$ cat config.mk
export PLATFORM = sky130hd
export DESIGN_NAME = page_prog_seq
export DESIGN_NICKNAME = d
export VERILOG_FILES = /design/src/rtl/ppb_pkg.sv /design/src/rtl/ppb_offset_ctr.sv /design/src/rtl/ppb_store.sv /design/src/rtl/ppb_seq.sv /design/src/rtl/page_prog_seq.sv
export SDC_FILE = /design/constraint.sdc
export NUM_CORES = 1
export LEC_CHECK = 0
export BUFFER_PORTS_ARGS = -buffer_cell sky130_fd_sc_hd__buf_2
export CAP_MARGIN = 0
export CORE_MARGIN = 10
export CORE_UTILIZATION = 29
export CTS_CLUSTER_SIZE = 25
export DETAILED_ROUTE_END_ITERATION = 12
export GPL_TIMING_DRIVEN = 0
export PLACE_DENSITY = 0.56
export SYNTH_ARGS = -nofsm -noshare
export SYNTH_HDL_FRONTEND = slang
export SYNTH_SLANG_ARGS = --single-unit
$ cat constraint.sdc
create_clock -name clk_i -period 2.4 [get_ports clk_i]
set_clock_uncertainty 0.15 [all_clocks]
set_input_delay 0.24 -clock clk_i [delete_from_list [all_inputs] [get_ports clk_i]]
set_output_delay 0.24 -clock clk_i [all_outputs]
set_load 0.05 [all_outputs]
$ cat src/rtl/ppb_pkg.sv
package ppb_pkg;
  typedef enum logic [1:0] {
    ST_IDLE = 2'd0,
    ST_FILL = 2'd1,
    ST_PROG = 2'd2
  } seq_st_e;

  function automatic int max_i(input int a, input int b);
    return (a > b) ? a : b;
  endfunction
endpackage

$ cat src/rtl/ppb_offset_ctr.sv
module ppb_offset_ctr #(
  parameter int ADDR_W = 13,
  parameter int PAGE_W = 6
) (
  input  logic              clk_i,
  input  logic              rst_ni,
  input  logic              load_i,
  input  logic [ADDR_W-1:0] load_addr_i,
  input  logic              step_i,
  output logic [ADDR_W-1:0] cur_addr_o
);
  localparam int BASE_W = ADDR_W - PAGE_W;

  logic [BASE_W-1:0] base_q;
  logic [PAGE_W-1:0] off_q;

  always_ff @(posedge clk_i or negedge rst_ni) begin
    if (!rst_ni) begin
      base_q <= '0;
      off_q  <= '0;
    end else if (load_i) begin
      base_q <= load_addr_i[ADDR_W-1:PAGE_W];
      off_q  <= load_addr_i[PAGE_W-1:0];
    end else if (step_i) begin
      off_q  <= off_q + 1'b1;  // low bits only: wraps inside page
    end
  end

  assign cur_addr_o = {base_q, off_q};

  AST_OFF_STEP: assert property (@(posedge clk_i) disable iff (!rst_ni)
    (step_i && !load_i) |=> (cur_addr_o[PAGE_W-1:0] == PAGE_W'($past(cur_addr_o[PAGE_W-1:0]) + 1'b1)));
  AST_BASE_HOLD: assert property (@(posedge clk_i) disable iff (!rst_ni)
    !load_i |=> $stable(cur_addr_o[ADDR_W-1:PAGE_W]));
endmodule

$ cat src/rtl/ppb_store.sv
module ppb_store #(
  parameter int PAGE_W = 6,
  parameter int DATA_W = 8
) (
  input  logic              clk_i,
  input  logic              rst_ni,
  input  logic              clr_i,
  input  logic              wr_en_i,
  input  logic [PAGE_W-1:0] wr_idx_i,
  input  logic [DATA_W-1:0] wr_data_i,
  input  logic [PAGE_W-1:0] rd_idx_i,
  output logic [DATA_W-1:0] rd_data_o,
  output logic              rd_vld_o,
  output logic              any_vld_o
);
  localparam int PAGE_BYTES = 1 << PAGE_W;

  logic [DATA_W-1:0]     mem_q [PAGE_BYTES];
  logic [PAGE_BYTES-1:0] vld_q;

  always_ff @(posedge clk_i) begin
    if (wr_en_i) mem_q[wr_idx_i] <= wr_data_i;
  end

  always_ff @(posedge clk_i or negedge rst_ni) begin
    if (!rst_ni)      vld_q <= '0;
    else if (clr_i)   vld_q <= '0;
    else if (wr_en_i) vld_q[wr_idx_i] <= 1'b1;
  end

  assign rd_data_o = mem_q[rd_idx_i];
  assign rd_vld_o  = vld_q[rd_idx_i];
  assign any_vld_o = |vld_q;

  AST_CLR_EMPTIES: assert property (@(posedge clk_i) disable iff (!rst_ni)
    clr_i |=> !any_vld_o);
endmodule

$ cat src/rtl/ppb_seq.sv
module ppb_seq
  import ppb_pkg::*;
#(
  parameter int PAGE_W    = 6,
  parameter int WC_CYCLES = 1000
) (
  input  logic              clk_i,
  input  logic              rst_ni,
  input  logic              start_i,
  input  logic              byte_vld_i,
  input  logic              commit_i,
  input  logic              any_vld_i,
  output logic              load_o,
  output logic              accept_o,
  output logic              clr_o,
  output logic              scan_act_o,
  output logic [PAGE_W-1:0] scan_idx_o,
  output logic              busy_o,
  output logic              wel_clr_o
);
  localparam int PAGE_BYTES = 1 << PAGE_W;
  localparam int BUSY_CYC   = max_i(WC_CYCLES, PAGE_BYTES);
  localparam int CNT_W      = $clog2(BUSY_CYC + 1);

  seq_st_e          st_q, st_d;
  logic [CNT_W-1:0] cnt_q;
  logic             wel_q;
  logic             last, commit_ok;

  assign last      = (st_q == ST_PROG) && (cnt_q == CNT_W'(BUSY_CYC - 1));
  assign load_o    = start_i && (st_q != ST_PROG);
  assign accept_o  = byte_vld_i && (st_q == ST_FILL) && !start_i;
  assign commit_ok = commit_i && (st_q == ST_FILL) && !start_i;
  assign clr_o     = load_o || last;

  always_comb begin
    st_d = st_q;
    unique case (st_q)
      ST_IDLE: if (start_i) st_d = ST_FILL;
      ST_FILL: begin
        if (start_i)        st_d = ST_FILL;
        else if (commit_ok) st_d = any_vld_i ? ST_PROG : ST_IDLE;
      end
      ST_PROG: if (last) st_d = ST_IDLE;
      default: st_d = ST_IDLE;
    endcase
  end

  always_ff @(posedge clk_i or negedge rst_ni) begin
    if (!rst_ni) begin
      st_q  <= ST_IDLE;
      cnt_q <= '0;
      wel_q <= 1'b0;
    end else begin
      st_q  <= st_d;
      wel_q <= last;
      if (st_q != ST_PROG) cnt_q <= '0;
      else                 cnt_q <= cnt_q + 1'b1;
    end
  end

  assign busy_o     = (st_q == ST_PROG);
  assign scan_act_o = busy_o && (cnt_q < CNT_W'(PAGE_BYTES));
  assign scan_idx_o = cnt_q[PAGE_W-1:0];
  assign wel_clr_o  = wel_q;

  AST_EMPTY_NO_BUSY: assert property (@(posedge clk_i) disable iff (!rst_ni)
    (commit_ok && !any_vld_i) |=> !busy_o);
  AST_COMMIT_BUSY: assert property (@(posedge clk_i) disable iff (!rst_ni)
    (commit_ok && any_vld_i) |=> busy_o);
  AST_WEL_AFTER_BUSY: assert property (@(posedge clk_i) disable iff (!rst_ni)
    wel_clr_o |-> (!busy_o && $past(busy_o)));
  AST_BUSY_NO_RELOAD: assert property (@(posedge clk_i) disable iff (!rst_ni)
    busy_o |-> !load_o && !accept_o);
endmodule

$ cat src/rtl/page_prog_seq.sv
module page_prog_seq #(
  parameter int ADDR_W    = 13,
  parameter int PAGE_W    = 6,
  parameter int DATA_W    = 8,
  parameter int WC_CYCLES = 1000
) (
  input  logic              clk_i,
  input  logic              rst_ni,
  input  logic              start_i,
  input  logic [ADDR_W-1:0] start_addr_i,
  input  logic              byte_vld_i,
  input  logic [DATA_W-1:0] byte_i,
  input  logic              commit_i,
  input  logic              writable_i,
  output logic [ADDR_W-1:0] cur_addr_o,
  output logic              arr_we_o,
  output logic [ADDR_W-1:0] arr_addr_o,
  output logic [DATA_W-1:0] arr_wdata_o,
  output logic              busy_o,
  output logic              wel_clr_o
);
  logic              load, accept, clr, scan_act, rd_vld, any_vld;
  logic [PAGE_W-1:0] scan_idx;
  logic [DATA_W-1:0] rd_data;

  ppb_seq #(.PAGE_W(PAGE_W), .WC_CYCLES(WC_CYCLES)) u_seq (
    .clk_i, .rst_ni, .start_i, .byte_vld_i, .commit_i,
    .any_vld_i  (any_vld),
    .load_o     (load),
    .accept_o   (accept),
    .clr_o      (clr),
    .scan_act_o (scan_act),
    .scan_idx_o (scan_idx),
    .busy_o,
    .wel_clr_o
  );

  ppb_offset_ctr #(.ADDR_W(ADDR_W), .PAGE_W(PAGE_W)) u_ctr (
    .clk_i, .rst_ni,
    .load_i      (load),
    .load_addr_i (start_addr_i),
    .step_i      (accept),
    .cur_addr_o
  );

  ppb_store #(.PAGE_W(PAGE_W), .DATA_W(DATA_W)) u_store (
    .clk_i, .rst_ni,
    .clr_i     (clr),
    .wr_en_i   (accept && writable_i),
    .wr_idx_i  (cur_addr_o[PAGE_W-1:0]),
    .wr_data_i (byte_i),
    .rd_idx_i  (scan_idx),
    .rd_data_o (rd_data),
    .rd_vld_o  (rd_vld),
    .any_vld_o (any_vld)
  );

  assign arr_we_o    = scan_act && rd_vld;
  assign arr_addr_o  = {cur_addr_o[ADDR_W-1:PAGE_W], scan_idx};
  assign arr_wdata_o = rd_data;

  AST_WE_IN_BUSY: assert property (@(posedge clk_i) disable iff (!rst_ni)
    arr_we_o |-> busy_o);
  AST_PAGE_STABLE: assert property (@(posedge clk_i) disable iff (!rst_ni)
    (busy_o && $past(busy_o)) |-> $stable(arr_addr_o[ADDR_W-1:PAGE_W]));
endmodule

==> summary.md <==
| Metric | Value |
|---|---|
| Via count | `roughly 14000` |
| Finished Layout Cells | `around 2600` |
| Layout area overhead | `30.60%` |
| Tmin final | `between 3 and 4 ns` |
| Initial DRC Count | `around 1400` |
| Setup repair after global routing missed its margin | `yes` |
| Top cells by area, synth | `edfxtp_1, mux4_2, dfrtp_1, o21a_1, nor2_1` |
| Fin nets | `~1600` |
| Final RePlAce weighted congestion | `roughly 0.91` |
| Distinct cells, synth | `between 40 and 50` |
| Outcome | `complete, but fails checks` |
| Register-to-Register Path Depth | `8` |
| Final setup violation count | `32` |
| Peak Freq | `between 200 and 300 MHz` |
| Drt wl/cell | `around 27 um` |
| Post-Route WL | `70280 um` |
| PortBufs | `63` |
| Largest net degree at the start of global routing | `65` |
| First-pass GRT wire length | `a little under 100000 um` |
| TritonCTS Sinks | `602` |
| H-tree Lvls | `2` |
| Initial antenna violation count | `2` |
| Dpl hpwl | `about 44000 um` |
| Setup TNS | `-9.454 ns` |
| Starting Density | `a little under 30%` |
| Cells after DPL | `2389` |
| Worst-Skew Late Latency | `0.63 ns` |
| Ports | `64` |
| Rel. slew slack | `5.399%` |
| Syn_nets | `1284` |
| Synth Instances | `1255` |
| Crit path kind | `reg -> out` |
| Primary FF master, synth | `edfxtp_1` |
| Vias in the first global route | `approximately 14000` |
| Antenna Violating Nets Remaining | `0` |
| Layout cell share with drive strength beyond 1 | `41.16%` |
| Final hold violation count | `0` |
| Synth Register Bits | `602` |
| Max Root-Sink Buffers | `3` |
| Vias per cell | `between 5 and 6` |
| GRT overflow | `0` |
| Post-synthesis sequential area ratio | `~74%` |
| Post-synth top cells | `edfxtp_1, mux4_2, nor2_1, dfrtp_1, o21a_1` |
| Final Worst Setup Slack | `-1.045 ns` |
| Die width | `a little over 300 um` |
| Area leader, netlist | `edfxtp_1` |
| Clk Tree Root Cell | `clkbuf_16` |
| Worst hold path type | `in -> async` |
| Maximum vdd drop | `between 0.6 and 0.7 mV` |
| 1st-pass router iterations | `5` |
| PwrDens | `just over 700 mW/mm^2` |
| Most common cell in the netlist | `edfxtp_1` |
| Crit path DAT | `a little over 3 ns` |
| Yosys warning count | `0` |
| Global Route Usage Sum | `~14%` |
| Ys async rst share | `between 10% and 20%` |
| Final period utilization | `143.5%` |
| Setup crit end kind | `output pin` |
| Mapped cell area | `around 0.024 sq mm` |
| Req. time, crit path | `approximately 2 ns` |
| Synth top area share | `64.33%` |
| Die area | `roughly 0.094 sq mm` |
| CTS tree | `done` |
| Largest fanout on the critical path | `10` |
| Worst-Margin Slew | `between 1 and 1.5 ns` |
| Max-slew violations | `0` |
| Die Y | `between 300 and 400 um` |
| CTS clk-pin slew, worst paths | `approximately 0.070 ns` |
| FP Rows | `105` |
| MaxCap Viol Count | `0` |
| Clock buffer count from CTS | `between 50 and 60` |
| Leakage power | `about 10 nW` |
| Critical Path Source Type | `flip-flop` |
| Core area | `approximately 0.082 sq mm` |
| Failing checks | `negative setup slack` |
| Post-detailed-route DRC marker count | `0` |
| Mapped Avg Cell Area | `19.04 sq um` |
| Post-synth EDFFs | `512` |
| # fillers | `7297` |
## per-layer routing
layer	up-vias	routed length, um	track usage [%]
met5	-	13	0
met4	2	2140	5.027
met3	116	4517	2.268
met2	574	34920	23.94
met1	7253	28690	18.77
li1	5657	-	-
## stage by stage
stage          total power [mW]  instance area, sq um  worst slack, ns  hold slack (ns)  util, %
6_report                  22.07                 31210           -1.045          0.02559    38.14
5_1_grt                   22.64                 31210           -1.069          0.03805    38.14
4_1_cts                   22.16                 30310           -1.057          0.01141    37.03
3_5_place_dp              12.45                 25710           -1.621          0.06087    31.41
3_3_place_gp              12.42                 25680           -1.605           0.3232    31.38
2_1_floorplan             12.07                 24030         -0.06817          -0.2056        -
## critical path, stage by stage, from the launching register on
cell and delay [ns]:
dfrtp_2 0.42, buf_12 0.15, buf_12 0.16, buf_12 0.16, mux4_2 0.40, o22ai_2 0.12
nor4_4 0.49, nand2_1 0.17, o41ai_4 0.12, buf_6 0.21
## flip-flops by register name (all words and copies together), names as in the netlist
| register | flops |
|---|---|
| u_ctr.base_q | 7 |
| u_seq.wel_clr_o | 1 |
| u_store.mem_q | 512 |
| u_store.vld_q | 64 |
| u_seq.cnt_q | 10 |
| u_seq.st_q | 2 |
| u_ctr.off_q | 6 |
## area by class of cell
cell class / count / area [sq um] / share of cell area (%)
antenna: 1 / 2.502 / 0.008017
buffer: 73 / 867.1 / 2.778
tap: 1070 / 1339 / 4.289
inverter: 3 / 11.26 / 0.03608
timing repair buffer: 215 / 2450 / 7.848
multi-input combinational: 571 / 6909 / 22.13
clock inverter: 31 / 396.6 / 1.271
sequential: 602 / 17630 / 56.49
clock buffer: 77 / 1607 / 5.147
## power by group
| group | internal, mW | leakage [nW] | switching, mW |
|---|---|---|---|
| Clock | 5.76 | 0.981 | 3.89 |
| Sequential | 11.4 | 5.81 | 0.0505 |
| Combinational | 0.295 | 3.33 | 0.674 |
| Total | 17.5 | 10.1 | 4.61 |
## worst paths after layout
path / from / end / slack (ns)
max: u_seq.cnt_q[0] / arr_wdata_o[3] / -1.04
min: rst_ni / u_store.vld_q[23] / 0.03
max reg2reg: u_seq.st_q[1] / u_store.mem_q[53][0] / -0.08
min reg2reg: u_store.vld_q[5] / u_store.vld_q[5] / 0.37
max in group asynchronous: rst_ni / u_store.vld_q[45] / 1.73
min in group clk_i: start_i / u_ctr.off_q[1] / 0.09
## cells by family after synthesis
| kind of cell | count (synthesis) | synth area share (%) |
|---|---|---|
| compound gates | 165 | 4.879 |
| mux | 167 | 14.00 |
| simple gates | 222 | 4.403 |
| xor+xnor | 11 | 0.4031 |
| fa+ha+maj | 2 | 0.1047 |
| flops | 602 | 73.75 |
| buf+inv | 86 | 2.455 |
## what timing repair did
action                                  CTS  global route
setup buffers                            81            50
cloned                                    4             2
gates resized for setup                 336            36
hold endpoints to repair                109             0
hold buffers                             18             0
pin swaps                                58            36
endpoints found under the setup margin  587           441
## cell usage in the layout, fill, tap and decap left out, types with 10 or more instances in the layout
cell type      Yosys  layout
edfxtp_1         512     512
mux4_2           128     129
buf_4             26      86
dfrtp_1           90      85
buf_12             2      83
nor2_4             0      68
o21a_1            64      64
clkbuf_16          0      63
buf_2             22      61
nor2_1           100      32
mux2i_1           28      25
nand2_1           30      22
buf_6             14      22
o22ai_1           37      17
clkbuf_1          13      17
nor4_1            25      17
dlygate4sd3_1      0      17
nand3_1           18      15
o22ai_2            0      15
a21oi_1           13      12
clkinv_2           0      11
nand4_1           10      10
bufinv_16          0      10
Power figures use the tool's default switching activity.
